[src/rtl/edo_pkg.sv]
`timescale 1ns/1ps
package edo_pkg;

  typedef enum logic [3:0] {
    S_IDLE,
    S_ACT,
    S_COL,
    S_CAS,
    S_OPEN,
    S_PRE,
    S_RCAS,
    S_RRAS,
    S_RPRE
  } ctrl_state_e;

  function automatic int ceil_div(input int num, input int den);
    return (num + den - 1) / den;
  endfunction

endpackage

[src/rtl/edo_delay_cnt.sv]
`timescale 1ns/1ps
module edo_delay_cnt #(
  parameter int W = 6
) (
  input  logic         clk_i,
  input  logic         rst_ni,
  input  logic         load_i,
  input  logic [W-1:0] val_i,
  output logic         zero_o
);
  logic [W-1:0] cnt_q;

  always_ff @(posedge clk_i or negedge rst_ni) begin
    if (!rst_ni)          cnt_q <= '0;
    else if (load_i)      cnt_q <= val_i;
    else if (cnt_q != '0) cnt_q <= cnt_q - 1'b1;
  end

  assign zero_o = (cnt_q == '0);
endmodule

[src/rtl/edo_refresh_timer.sv]
`timescale 1ns/1ps
module edo_refresh_timer #(
  parameter int PERIOD = 3120
) (
  input  logic clk_i,
  input  logic rst_ni,
  input  logic take_i,
  output logic pend_o
);
  localparam int W = $clog2(PERIOD + 1);

  logic [W-1:0] cnt_q;
  logic         pend_q;
  logic         tick;

  assign tick = (cnt_q == W'(PERIOD - 1));

  always_ff @(posedge clk_i or negedge rst_ni) begin
    if (!rst_ni) begin
      cnt_q  <= '0;
      pend_q <= 1'b0;
    end else begin
      cnt_q <= tick ? '0 : cnt_q + 1'b1;
      if (tick)        pend_q <= 1'b1;
      else if (take_i) pend_q <= 1'b0;
    end
  end

  assign pend_o = pend_q;

  // refresh is only started against a pending request
  assert_take_pending_R10: assert property (@(posedge clk_i) disable iff (!rst_ni)
    take_i |-> pend_q);
endmodule

[src/rtl/edo_row_tracker.sv]
`timescale 1ns/1ps
module edo_row_tracker #(
  parameter int RW = 9
) (
  input  logic          clk_i,
  input  logic          rst_ni,
  input  logic          set_i,
  input  logic          clr_i,
  input  logic [RW-1:0] row_i,
  output logic          hit_o
);
  logic [RW-1:0] row_q;
  logic          open_q;

  always_ff @(posedge clk_i or negedge rst_ni) begin
    if (!rst_ni) begin
      row_q  <= '0;
      open_q <= 1'b0;
    end else if (set_i) begin
      row_q  <= row_i;
      open_q <= 1'b1;
    end else if (clr_i) begin
      open_q <= 1'b0;
    end
  end

  assign hit_o = open_q && (row_q == row_i);
endmodule

[src/rtl/edo_dram_ctrl.sv]
`timescale 1ns/1ps
module edo_dram_ctrl
  import edo_pkg::*;
#(
  parameter int CLK_PERIOD_NS   = 5,
  parameter int T_RC_NS         = 65,
  parameter int T_RAC_NS        = 35,
  parameter int T_CAC_NS        = 10,
  parameter int T_PC_NS         = 14,
  parameter int T_RP_NS         = 25,
  parameter int T_CSR_NS        = 10,
  parameter int REF_INTERVAL_NS = 15600,
  parameter int AW              = 18
) (
  input  logic            clk_i,
  input  logic            rst_ni,
  input  logic            req_valid_i,
  input  logic            req_we_i,
  input  logic [AW-1:0]   req_addr_i,
  input  logic [1:0]      req_be_i,
  input  logic [15:0]     req_wdata_i,
  output logic            req_done_o,
  output logic [15:0]     req_rdata_o,
  output logic            ras_n_o,
  output logic            casl_n_o,
  output logic            cash_n_o,
  output logic            we_n_o,
  output logic            oe_n_o,
  output logic [AW/2-1:0] addr_o,
  output logic [15:0]     dq_o,
  output logic            dq_oe_o,
  input  logic [15:0]     dq_i
);
  localparam int PAW   = AW / 2;
  localparam int C_RC  = ceil_div(T_RC_NS, CLK_PERIOD_NS);
  localparam int C_RAC = ceil_div(T_RAC_NS, CLK_PERIOD_NS);
  localparam int C_CAC = ceil_div(T_CAC_NS, CLK_PERIOD_NS);
  localparam int C_PC  = ceil_div(T_PC_NS, CLK_PERIOD_NS);
  localparam int C_RP  = ceil_div(T_RP_NS, CLK_PERIOD_NS);
  localparam int C_CSR = ceil_div(T_CSR_NS, CLK_PERIOD_NS);
  localparam int C_RAS = (C_RC > C_RP + 1) ? C_RC - C_RP : 1;
  localparam int C_RCD = (C_RAC > C_CAC + 2) ? C_RAC - C_CAC : 2;
  localparam int C_REF = REF_INTERVAL_NS / CLK_PERIOD_NS;
  localparam int PC_LD = (C_PC > 2) ? C_PC - 2 : 0;
  localparam int CW    = $clog2(C_RC + C_RAC + C_CSR + C_PC + 2) + 1;

  ctrl_state_e state_q, state_d;

  logic            ras_q, ras_d, cl_q, cl_d, ch_q, ch_d;
  logic            we_q, we_d, oe_q, oe_d, dqoe_q, dqoe_d;
  logic [PAW-1:0]  addr_q, addr_d;
  logic [15:0]     dq_q, dq_d, rdata_q;
  logic            done_q, done_d, cap;
  logic            wait_ld, wait_zero, ras_ok, pc_ok;
  logic [CW-1:0]   wait_val;
  logic            ras_start, cas_start, row_set, row_clr, ref_take;
  logic            ref_pend, row_hit;
  logic [PAW-1:0]  req_row, req_col;

  assign req_row = req_addr_i[AW-1:PAW];
  assign req_col = req_addr_i[PAW-1:0];

  edo_delay_cnt #(.W(CW)) u_wait (
    .clk_i, .rst_ni, .load_i(wait_ld), .val_i(wait_val), .zero_o(wait_zero)
  );

  // minimum row-active time
  edo_delay_cnt #(.W(CW)) u_ras_age (
    .clk_i, .rst_ni, .load_i(ras_start), .val_i(CW'(C_RAS - 1)), .zero_o(ras_ok)
  );

  // column-strobe fall-to-fall spacing
  edo_delay_cnt #(.W(CW)) u_page (
    .clk_i, .rst_ni, .load_i(cas_start), .val_i(CW'(PC_LD)), .zero_o(pc_ok)
  );

  edo_refresh_timer #(.PERIOD(C_REF)) u_ref (
    .clk_i, .rst_ni, .take_i(ref_take), .pend_o(ref_pend)
  );

  edo_row_tracker #(.RW(PAW)) u_row (
    .clk_i, .rst_ni, .set_i(row_set), .clr_i(row_clr), .row_i(req_row), .hit_o(row_hit)
  );

  always_comb begin
    state_d   = state_q;
    ras_d     = ras_q;
    cl_d      = cl_q;
    ch_d      = ch_q;
    we_d      = we_q;
    oe_d      = oe_q;
    dqoe_d    = dqoe_q;
    addr_d    = addr_q;
    dq_d      = dq_q;
    done_d    = 1'b0;
    cap       = 1'b0;
    wait_ld   = 1'b0;
    wait_val  = '0;
    ras_start = 1'b0;
    cas_start = 1'b0;
    row_set   = 1'b0;
    row_clr   = 1'b0;
    ref_take  = 1'b0;
    unique case (state_q)
      S_IDLE: begin
        if (ref_pend) begin
          state_d  = S_RCAS;
          cl_d     = 1'b0;
          ch_d     = 1'b0;
          ref_take = 1'b1;
          wait_ld  = 1'b1;
          wait_val = CW'(C_CSR - 1);
        end else if (req_valid_i) begin
          state_d   = S_ACT;
          ras_d     = 1'b0;
          addr_d    = req_row;
          ras_start = 1'b1;
          row_set   = 1'b1;
          wait_ld   = 1'b1;
          wait_val  = CW'(C_RCD - 2);
        end
      end
      S_ACT: begin
        if (wait_zero) begin
          state_d = S_COL;
          addr_d  = req_col;
          we_d    = !req_we_i;
          dq_d    = req_wdata_i;
          dqoe_d  = req_we_i;
        end
      end
      S_COL: begin
        state_d   = S_CAS;
        cl_d      = !req_be_i[0];
        ch_d      = !req_be_i[1];
        oe_d      = req_we_i;
        cas_start = 1'b1;
        wait_ld   = 1'b1;
        wait_val  = CW'(C_CAC - 1);
      end
      S_CAS: begin
        if (wait_zero) begin
          state_d = S_OPEN;
          cl_d    = 1'b1;
          ch_d    = 1'b1;
          oe_d    = 1'b1;
          we_d    = 1'b1;
          dqoe_d  = 1'b0;
          done_d  = 1'b1;
          cap     = we_q;
        end
      end
      S_OPEN: begin
        if (ref_pend || (req_valid_i && !row_hit)) begin
          if (ras_ok) begin
            state_d  = S_PRE;
            ras_d    = 1'b1;
            row_clr  = 1'b1;
            wait_ld  = 1'b1;
            wait_val = CW'(C_RP - 1);
          end
        end else if (req_valid_i && pc_ok) begin
          state_d = S_COL;
          addr_d  = req_col;
          we_d    = !req_we_i;
          dq_d    = req_wdata_i;
          dqoe_d  = req_we_i;
        end
      end
      S_PRE: if (wait_zero) state_d = S_IDLE;
      S_RCAS: begin
        if (wait_zero) begin
          state_d   = S_RRAS;
          ras_d     = 1'b0;
          ras_start = 1'b1;
          wait_ld   = 1'b1;
          wait_val  = CW'(C_RAS - 1);
        end
      end
      S_RRAS: begin
        if (wait_zero) begin
          state_d  = S_RPRE;
          ras_d    = 1'b1;
          cl_d     = 1'b1;
          ch_d     = 1'b1;
          wait_ld  = 1'b1;
          wait_val = CW'(C_RP - 1);
        end
      end
      S_RPRE: if (wait_zero) state_d = S_IDLE;
      default: state_d = S_IDLE;
    endcase
  end

  always_ff @(posedge clk_i or negedge rst_ni) begin
    if (!rst_ni) begin
      state_q <= S_IDLE;
      ras_q   <= 1'b1;
      cl_q    <= 1'b1;
      ch_q    <= 1'b1;
      we_q    <= 1'b1;
      oe_q    <= 1'b1;
      dqoe_q  <= 1'b0;
      addr_q  <= '0;
      dq_q    <= '0;
      done_q  <= 1'b0;
      rdata_q <= '0;
    end else begin
      state_q <= state_d;
      ras_q   <= ras_d;
      cl_q    <= cl_d;
      ch_q    <= ch_d;
      we_q    <= we_d;
      oe_q    <= oe_d;
      dqoe_q  <= dqoe_d;
      addr_q  <= addr_d;
      dq_q    <= dq_d;
      done_q  <= done_d;
      if (cap) rdata_q <= dq_i;
    end
  end

  assign ras_n_o     = ras_q;
  assign casl_n_o    = cl_q;
  assign cash_n_o    = ch_q;
  assign we_n_o      = we_q;
  assign oe_n_o      = oe_q;
  assign dq_oe_o     = dqoe_q;
  assign addr_o      = addr_q;
  assign dq_o        = dq_q;
  assign req_done_o  = done_q;
  assign req_rdata_o = rdata_q;

  assert_ras_min_R6: assert property (@(posedge clk_i) disable iff (!rst_ni)
    $rose(ras_n_o) |-> $past(ras_ok));

  assert_bus_write_R8: assert property (@(posedge clk_i) disable iff (!rst_ni)
    dq_oe_o |-> !we_n_o);

  assert_oe_read_R9: assert property (@(posedge clk_i) disable iff (!rst_ni)
    !oe_n_o |-> we_n_o);

  // a strobe low at row fall means refresh, and then both are low
  assert_cbr_pair_R10: assert property (@(posedge clk_i) disable iff (!rst_ni)
    ($fell(ras_n_o) && !casl_n_o) |-> !cash_n_o);

  assert_ref_first_R11: assert property (@(posedge clk_i) disable iff (!rst_ni)
    ($fell(ras_n_o) && casl_n_o && cash_n_o) |-> !$past(ref_pend));

  assert_done_pulse_R12: assert property (@(posedge clk_i) disable iff (!rst_ni)
    req_done_o |=> !req_done_o);
endmodule

[config.mk]
export PLATFORM = sky130hd
export DESIGN_NAME = edo_dram_ctrl
export DESIGN_NICKNAME = d
export VERILOG_FILES = /design/src/rtl/edo_pkg.sv /design/src/rtl/edo_delay_cnt.sv /design/src/rtl/edo_refresh_timer.sv /design/src/rtl/edo_row_tracker.sv /design/src/rtl/edo_dram_ctrl.sv
export SDC_FILE = /design/constraint.sdc
export NUM_CORES = 1
export LEC_CHECK = 0
export BUFFER_PORTS_ARGS = -buffer_cell sky130_fd_sc_hd__buf_2
export CAP_MARGIN = 20
export CORE_ASPECT_RATIO = 1.1
export CORE_UTILIZATION = 48
export CTS_CLUSTER_DIAMETER = 200
export DETAILED_ROUTE_END_ITERATION = 6
export GPL_ROUTABILITY_DRIVEN = 0
export GPL_TIMING_DRIVEN = 0
export PLACE_DENSITY = 0.86
export SYNTH_ARGS = -nofsm -noshare
export SYNTH_HDL_FRONTEND = slang
export SYNTH_SLANG_ARGS = --single-unit
[constraint.sdc]
create_clock -name clk_i -period 2.24 [get_ports clk_i]
set_input_delay 0.672 -clock clk_i [delete_from_list [all_inputs] [get_ports clk_i]]
set_output_delay 0.672 -clock clk_i [all_outputs]
set_load 0.01 [all_outputs]
Yosys cells after proc, flatten, opt, wreduce, memory -nomap -nowiden
Index checks and enable logic that the tools add are counted.
{ "classes": {"n_reduce_logical": 36, "order_cmp": 0, "mul": 0, "eq_ne": 26, "n_div": 0, "bitwise_logic": 0, "shifts": 0, "n_mux": 74, "add_sub_neg": 4} }
{ "ops": {"columns": ["cell", "n"], "rows": [
  ["$mux 16", 3],
  ["$mux 9", 5],
  ["$mux 4", 10],
  ["$mux 6", 6],
  ["$pmux 16 s2", 1],
  ["$pmux 4 s8", 1],
  ["$mux 1", 31],
  ["$pmux 9 s3", 1],
  ["$logic_not 6->1", 3],
  ["$reduce_bool 6->1", 3],
  ["$sub 6x1->6 const B", 3],
  ["$eq 4x3->1 const B", 4],
  ["$pmux 3 s5", 1],
  ["$ne 2x1->1 const B", 7],
  ["$reduce_bool 2->1", 7],
  ["$add 12x1->12 const B", 1],
  ["$eq 12x12->1 const B", 1],
  ["$mux 12", 1],
  ["$mux 3", 4],
  ["$ne 2x2->1 const B", 6],
  ["$pmux 1 s3", 4],
  ["$eq 9x9->1", 1],
  ["$reduce_bool 3->1", 3],
  ["$eq 4x2->1 const B", 2],
  ["20 further kinds", 31]
]} }
{ "totals": {"register_bits": 93, "word_cells": 158, "latch_bits": 0, "mem_bits_ro": 0, "inputBits": 56, "mem_bits_rw": 0, "out_inout_bits": 48, "memories": 0} }

Longest topological paths before layout
{ "depth": {"ltp_word": 9, "depth_mapped": 9} }

Hierarchy
A second synthesis with hierarchy kept.
{ "unflattened": {"cells_unflattened": 421, "area_unflattened_um2": 4845.9} }
{ "modules_own_cells": {"columns": ["module", "n_inst", "area_each_um2", "cells_each"], "rows": [
  ["edo_dram_ctrl", 1, 2549.9, 211],
  ["edo_delay_cnt", 3, 400.4, 40],
  ["edo_refresh_timer", 1, 615.6, 55],
  ["edo_row_tracker", 1, 479.2, 35]
]} }

Worst setup path after synthesis
OpenSTA, ideal clock, no wires.
{ "synth_path": {"path_kind": "input to register", "from": "input port req_addr_i[12]", "to": "register addr_q[0] (netlist: addr_o[0])", "path_stages": 6, "setup_slack_ns": -0.257, "setup_ns": 0.125, "required_ns": 2.115, "arrival_time_ns": 2.372, "path_cell_list": "xor2_1 > or3_1 > nor3_2 > a31oi_1 > a211oi_4 > mux2_2"} }
{ "synth_between": {"elab_chain_len": 7} }
{ "synth_rtl": {"columns": ["item", "line_no", "text"], "rows": [
  ["from (decl)", "edo_dram_ctrl.sv:19", "input logic [AW-1:0] req_addr_i,"],
  ["$eq 9x9->1", "edo_row_tracker.sv:27", "assign hit_o = open_q && (row_q == row_i);"],
  ["$logic_and 1x1->1", "edo_row_tracker.sv:27", null],
  ["$logic_not 1->1", "edo_dram_ctrl.sv:154", "if (ref_pend || (req_valid_i && !row_hit)) begin"],
  ["$logic_and 1x1->1", "edo_dram_ctrl.sv:154", null],
  ["$logic_or 1x1->1", "edo_dram_ctrl.sv:154", null],
  ["$ne 2x2->1 (no line)", null, null],
  ["$reduce_and 6->1 (no line)", null, null],
  ["to (signal assigned)", "edo_dram_ctrl.sv:216", "addr_q <= addr_d;"],
  ["to (decl)", "edo_dram_ctrl.sv:51", "logic [PAW-1:0] addr_q, addr_d;"]
]} }
Every way passes these cells.
A chain may end at the register's enable or synchronous reset.

Final worst setup path
{ "layout_path": {"from": "register u_wait.cnt_q[0]", "to": "register addr_q[7] (netlist: addr_o[7])"} }
{ "layout_between": {"elab_chain_len": 3} }
{ "layout_rtl": {"columns": ["item", "line_no", "text"], "rows": [
  ["from (decl)", "edo_delay_cnt.sv:11", "logic [W-1:0] cnt_q;"],
  ["from (signal assigned)", "edo_delay_cnt.sv:15", "else if (load_i) cnt_q <= val_i;"],
  ["from (signal assigned)", "edo_delay_cnt.sv:16", "else if (cnt_q != '0) cnt_q <= cnt_q - 1'b1;"],
  ["$logic_not 6->1", "edo_delay_cnt.sv:19", "assign zero_o = (cnt_q == '0);"],
  ["$ne 2x1->1 (no line)", null, null],
  ["$reduce_and 6->1 (no line)", null, null]
]} }
Every way passes these cells.

==> metrics.txt <==
antenna violations before repair=0; fin. max-slew vios=0; CP required=2.48 ns; setup tns final=-1.238 ns; synth-to-layout area growth=25.66%; total number of vias=3468; Die X=92.97 um; # DRC=0; critical path class=register to register; worst skew pair latency=0.37 ns; Post-synth EDFFs=0; Vias/cell=5.522; worst-case clock buffer depth=2; NumNets Final=570; CP Capture Type=register; total core area=8828 um^2; crit path DAT=2.60 ns; TritonCTS clock tree=yes; Min-Delay Path Class=input pin to async pin; slew margin rel.=49.50%; max_cap viols=0; PortBufs=103; largest net degree at the start of global routing=58; Hold Fails Final Rpt=0; Clock transition at path regs=0.09 ns; P per Cell Area=1405 nW/um^2; Clock Skew=0.01112 ns; Power Total=0.007713 W; status=finished with violations; first-pass GRT wire length=15.51 mm; peak supply drop=0.8889 mV; Setup violations, final=20; IO Count=104; GRT Total Usage=20.76%; share of cells above drive strength 1=43.39%; router iterations before antenna repair=4; DP HPWL=7.030 mm; Distinct cells, synth=48; Sink Count=93; grt total ovfl=0; Avg Cell Area, Syn=11.44 um^2; Yosys warnings=0; dpl ws=-0.6144 ns; Num CTS Buffers=9; Final period util=105.0%; DR iter-0 viols=178; starting density of the core=49.49%; commonest non-fill, non-tap cell in the layout=buf_2; startpoint types=register; Seq/Total Area, Yosys=53.41%; H-tree levels=3; Mapped Cells=382; fin crit period=2.351 ns; Worst R2R Path Depth=9; failing checks=negative setup slack; FF+latch area=2333 um^2; multi-input gate area in the final layout=2058 um^2; RSZ-0062 raised after global routing=yes; Max FO, Critical Path=8; n_diodes=0; Slew @ Worst Pin=0.7555 ns; commonest cells after routing, fill and taps aside=105 x buf_2, 88 x dfrtp_1, 52 x mux2_2; final wirelength=9.892 mm; mean routed wirelength per cell=15.75 um; Peak Freq=0.4253 GHz; Post-synth top flop=dfrtp_1; Die H=102.1 um; Leak Pwr=2.582 nW; Synth Cell Area=4369 um^2; Synth async-reset ratio=100.0%; row cnt=36; syn nets=443; number of synthesized register bits=93; Setup WS post-layout=-0.1113 ns; fillers=697; vias in the first global route=3338; Die Footprint=9488 um^2; post-route ant nets=0; clock root buffer=clkbuf_8
-- report_power, final --
part	switching, W	internal (W)
Clock	0.000594	0.000469
Combinational	0.00187	0.00192
Sequential	0.000441	0.00241
Total	0.00291	0.00480
-- layout make-up --
class	count	area share [%]
buffer	12	1.231
clock buffer	12	2.826
clock inverter	4	0.5925
inverter	12	0.8204
multi-input combinational	264	37.49
sequential	93	42.50
tap	114	2.598
timing repair buffer	117	11.94
-- registers in the layout, summed over array words and instances, names as in the netlist, 4 cells and up --
name             flops
addr_o               9
dq_o                16
req_rdata_o         16
state_q              4
u_page.cnt_q         6
u_ras_age.cnt_q      6
u_ref.cnt_q         12
u_row.row_q          9
u_wait.cnt_q         6
-- path summary, 6_finish.rpt --
| check | startpoint | endpoint | slack, ns |
|---|---|---|---|
| max | u_wait.cnt_q[0]$_DFFE_PN0P_ | addr_o[7]$_DFFE_PN0P_ | -0.11 |
| min | rst_ni | state_q[2]$_DFFE_PN0P_ | 0.27 |
| max reg2reg | u_wait.cnt_q[0]$_DFFE_PN0P_ | addr_o[7]$_DFFE_PN0P_ | -0.11 |
| min reg2reg | dq_oe_o$_DFFE_PN0P_ | dq_oe_o$_DFFE_PN0P_ | 0.49 |
| max in group asynchronous | rst_ni | ras_n_o$_DFFE_PN1P_ | 1.27 |
| min in group clk_i | dq_oe_o$_DFFE_PN0P_ | dq_oe_o$_DFFE_PN0P_ | 0.49 |
-- logic make-up (layout without fill, tap and decap cells) --
family	Yosys count	in the layout	synth area share, %
multiplexers	63	63	16.18
AND/OR/NAND/NOR	124	124	14.55
flip-flops	93	93	53.41
buffers and inverters	25	157	2.463
XOR/XNOR	24	24	4.811
AO/OA/AOI/OAI	48	48	7.159
adder cells (fa/ha/maj)	5	5	1.432
-- cells in the mapped netlist, types with 2 or more instances --
master / instances / area [um^2]
a211oi_1: 2 / 15.01
a21o_1: 2 / 15.01
a21oi_1: 14 / 70.07
a31oi_1: 2 / 12.51
and2_1: 2 / 12.51
and3_1: 5 / 31.28
and4_1: 2 / 17.52
buf_2: 5 / 25.02
clkbuf_1: 7 / 26.28
dfrtp_1: 88 / 2202
dfstp_2: 5 / 131.4
ha_1: 5 / 62.56
inv_1: 12 / 45.04
mux2_2: 61 / 686.9
mux2i_1: 2 / 20.02
nand2_1: 25 / 93.84
nand2b_1: 6 / 37.54
nand3_1: 12 / 60.06
nand4_1: 6 / 37.54
nor2_1: 31 / 116.4
nor2b_1: 2 / 12.51
nor3_1: 16 / 80.08
nor3_2: 2 / 20.02
nor3b_1: 2 / 15.01
nor4_1: 2 / 12.51
o211ai_1: 2 / 15.01
o21ai_0: 12 / 60.06
o22ai_1: 2 / 12.51
o31ai_1: 3 / 22.52
or3_1: 5 / 31.28
xnor2_1: 16 / 140.1
xor2_1: 8 / 70.07
-- worst max-delay path, cell delays in order (launching register included) --
cell and delay [ns]:
dfrtp_1 0.39, inv_2 0.08, ha_4 0.13, or3b_4 0.38, or3_4 0.38, nand2_4 0.10
nor4_4 0.05, a211oi_4 0.23, buf_12 0.18, mux2_4 0.31
-- routing by layer --
layer / part of all wire (%) / GRT usage, % / up-vias
li1: - / - / 1601
met1: 41 / 25.52 / 1730
met2: 53 / 36.48 / 112
met3: 3.8 / 2.902 / 25
met4: 2.5 / 9.349 / 0
met5: 0 / 0 / -
-- timing repair --
item,CTS,global route
pin swaps,4,5
gates resized for setup,18,5
endpoints found under the setup margin,45,46
hold buffers,0,0
buffers inserted,9,4
-- per-stage QoR --
stage | area, um^2 | instances | hold WS [ns] | util, %
after floorplan | 4417 | 382 | 0.3764 | -
after global placement | 5075 | 599 | 0.4640 | 57.48
after detailed placement | 5105 | 600 | 0.4686 | 57.82
after CTS | 5438 | 624 | 0.2841 | 61.59
after global routing | 5490 | 628 | 0.3065 | 62.19
final | 5490 | 628 | 0.2702 | 62.19
No activity file was read; power rests on OpenSTA's default activity.
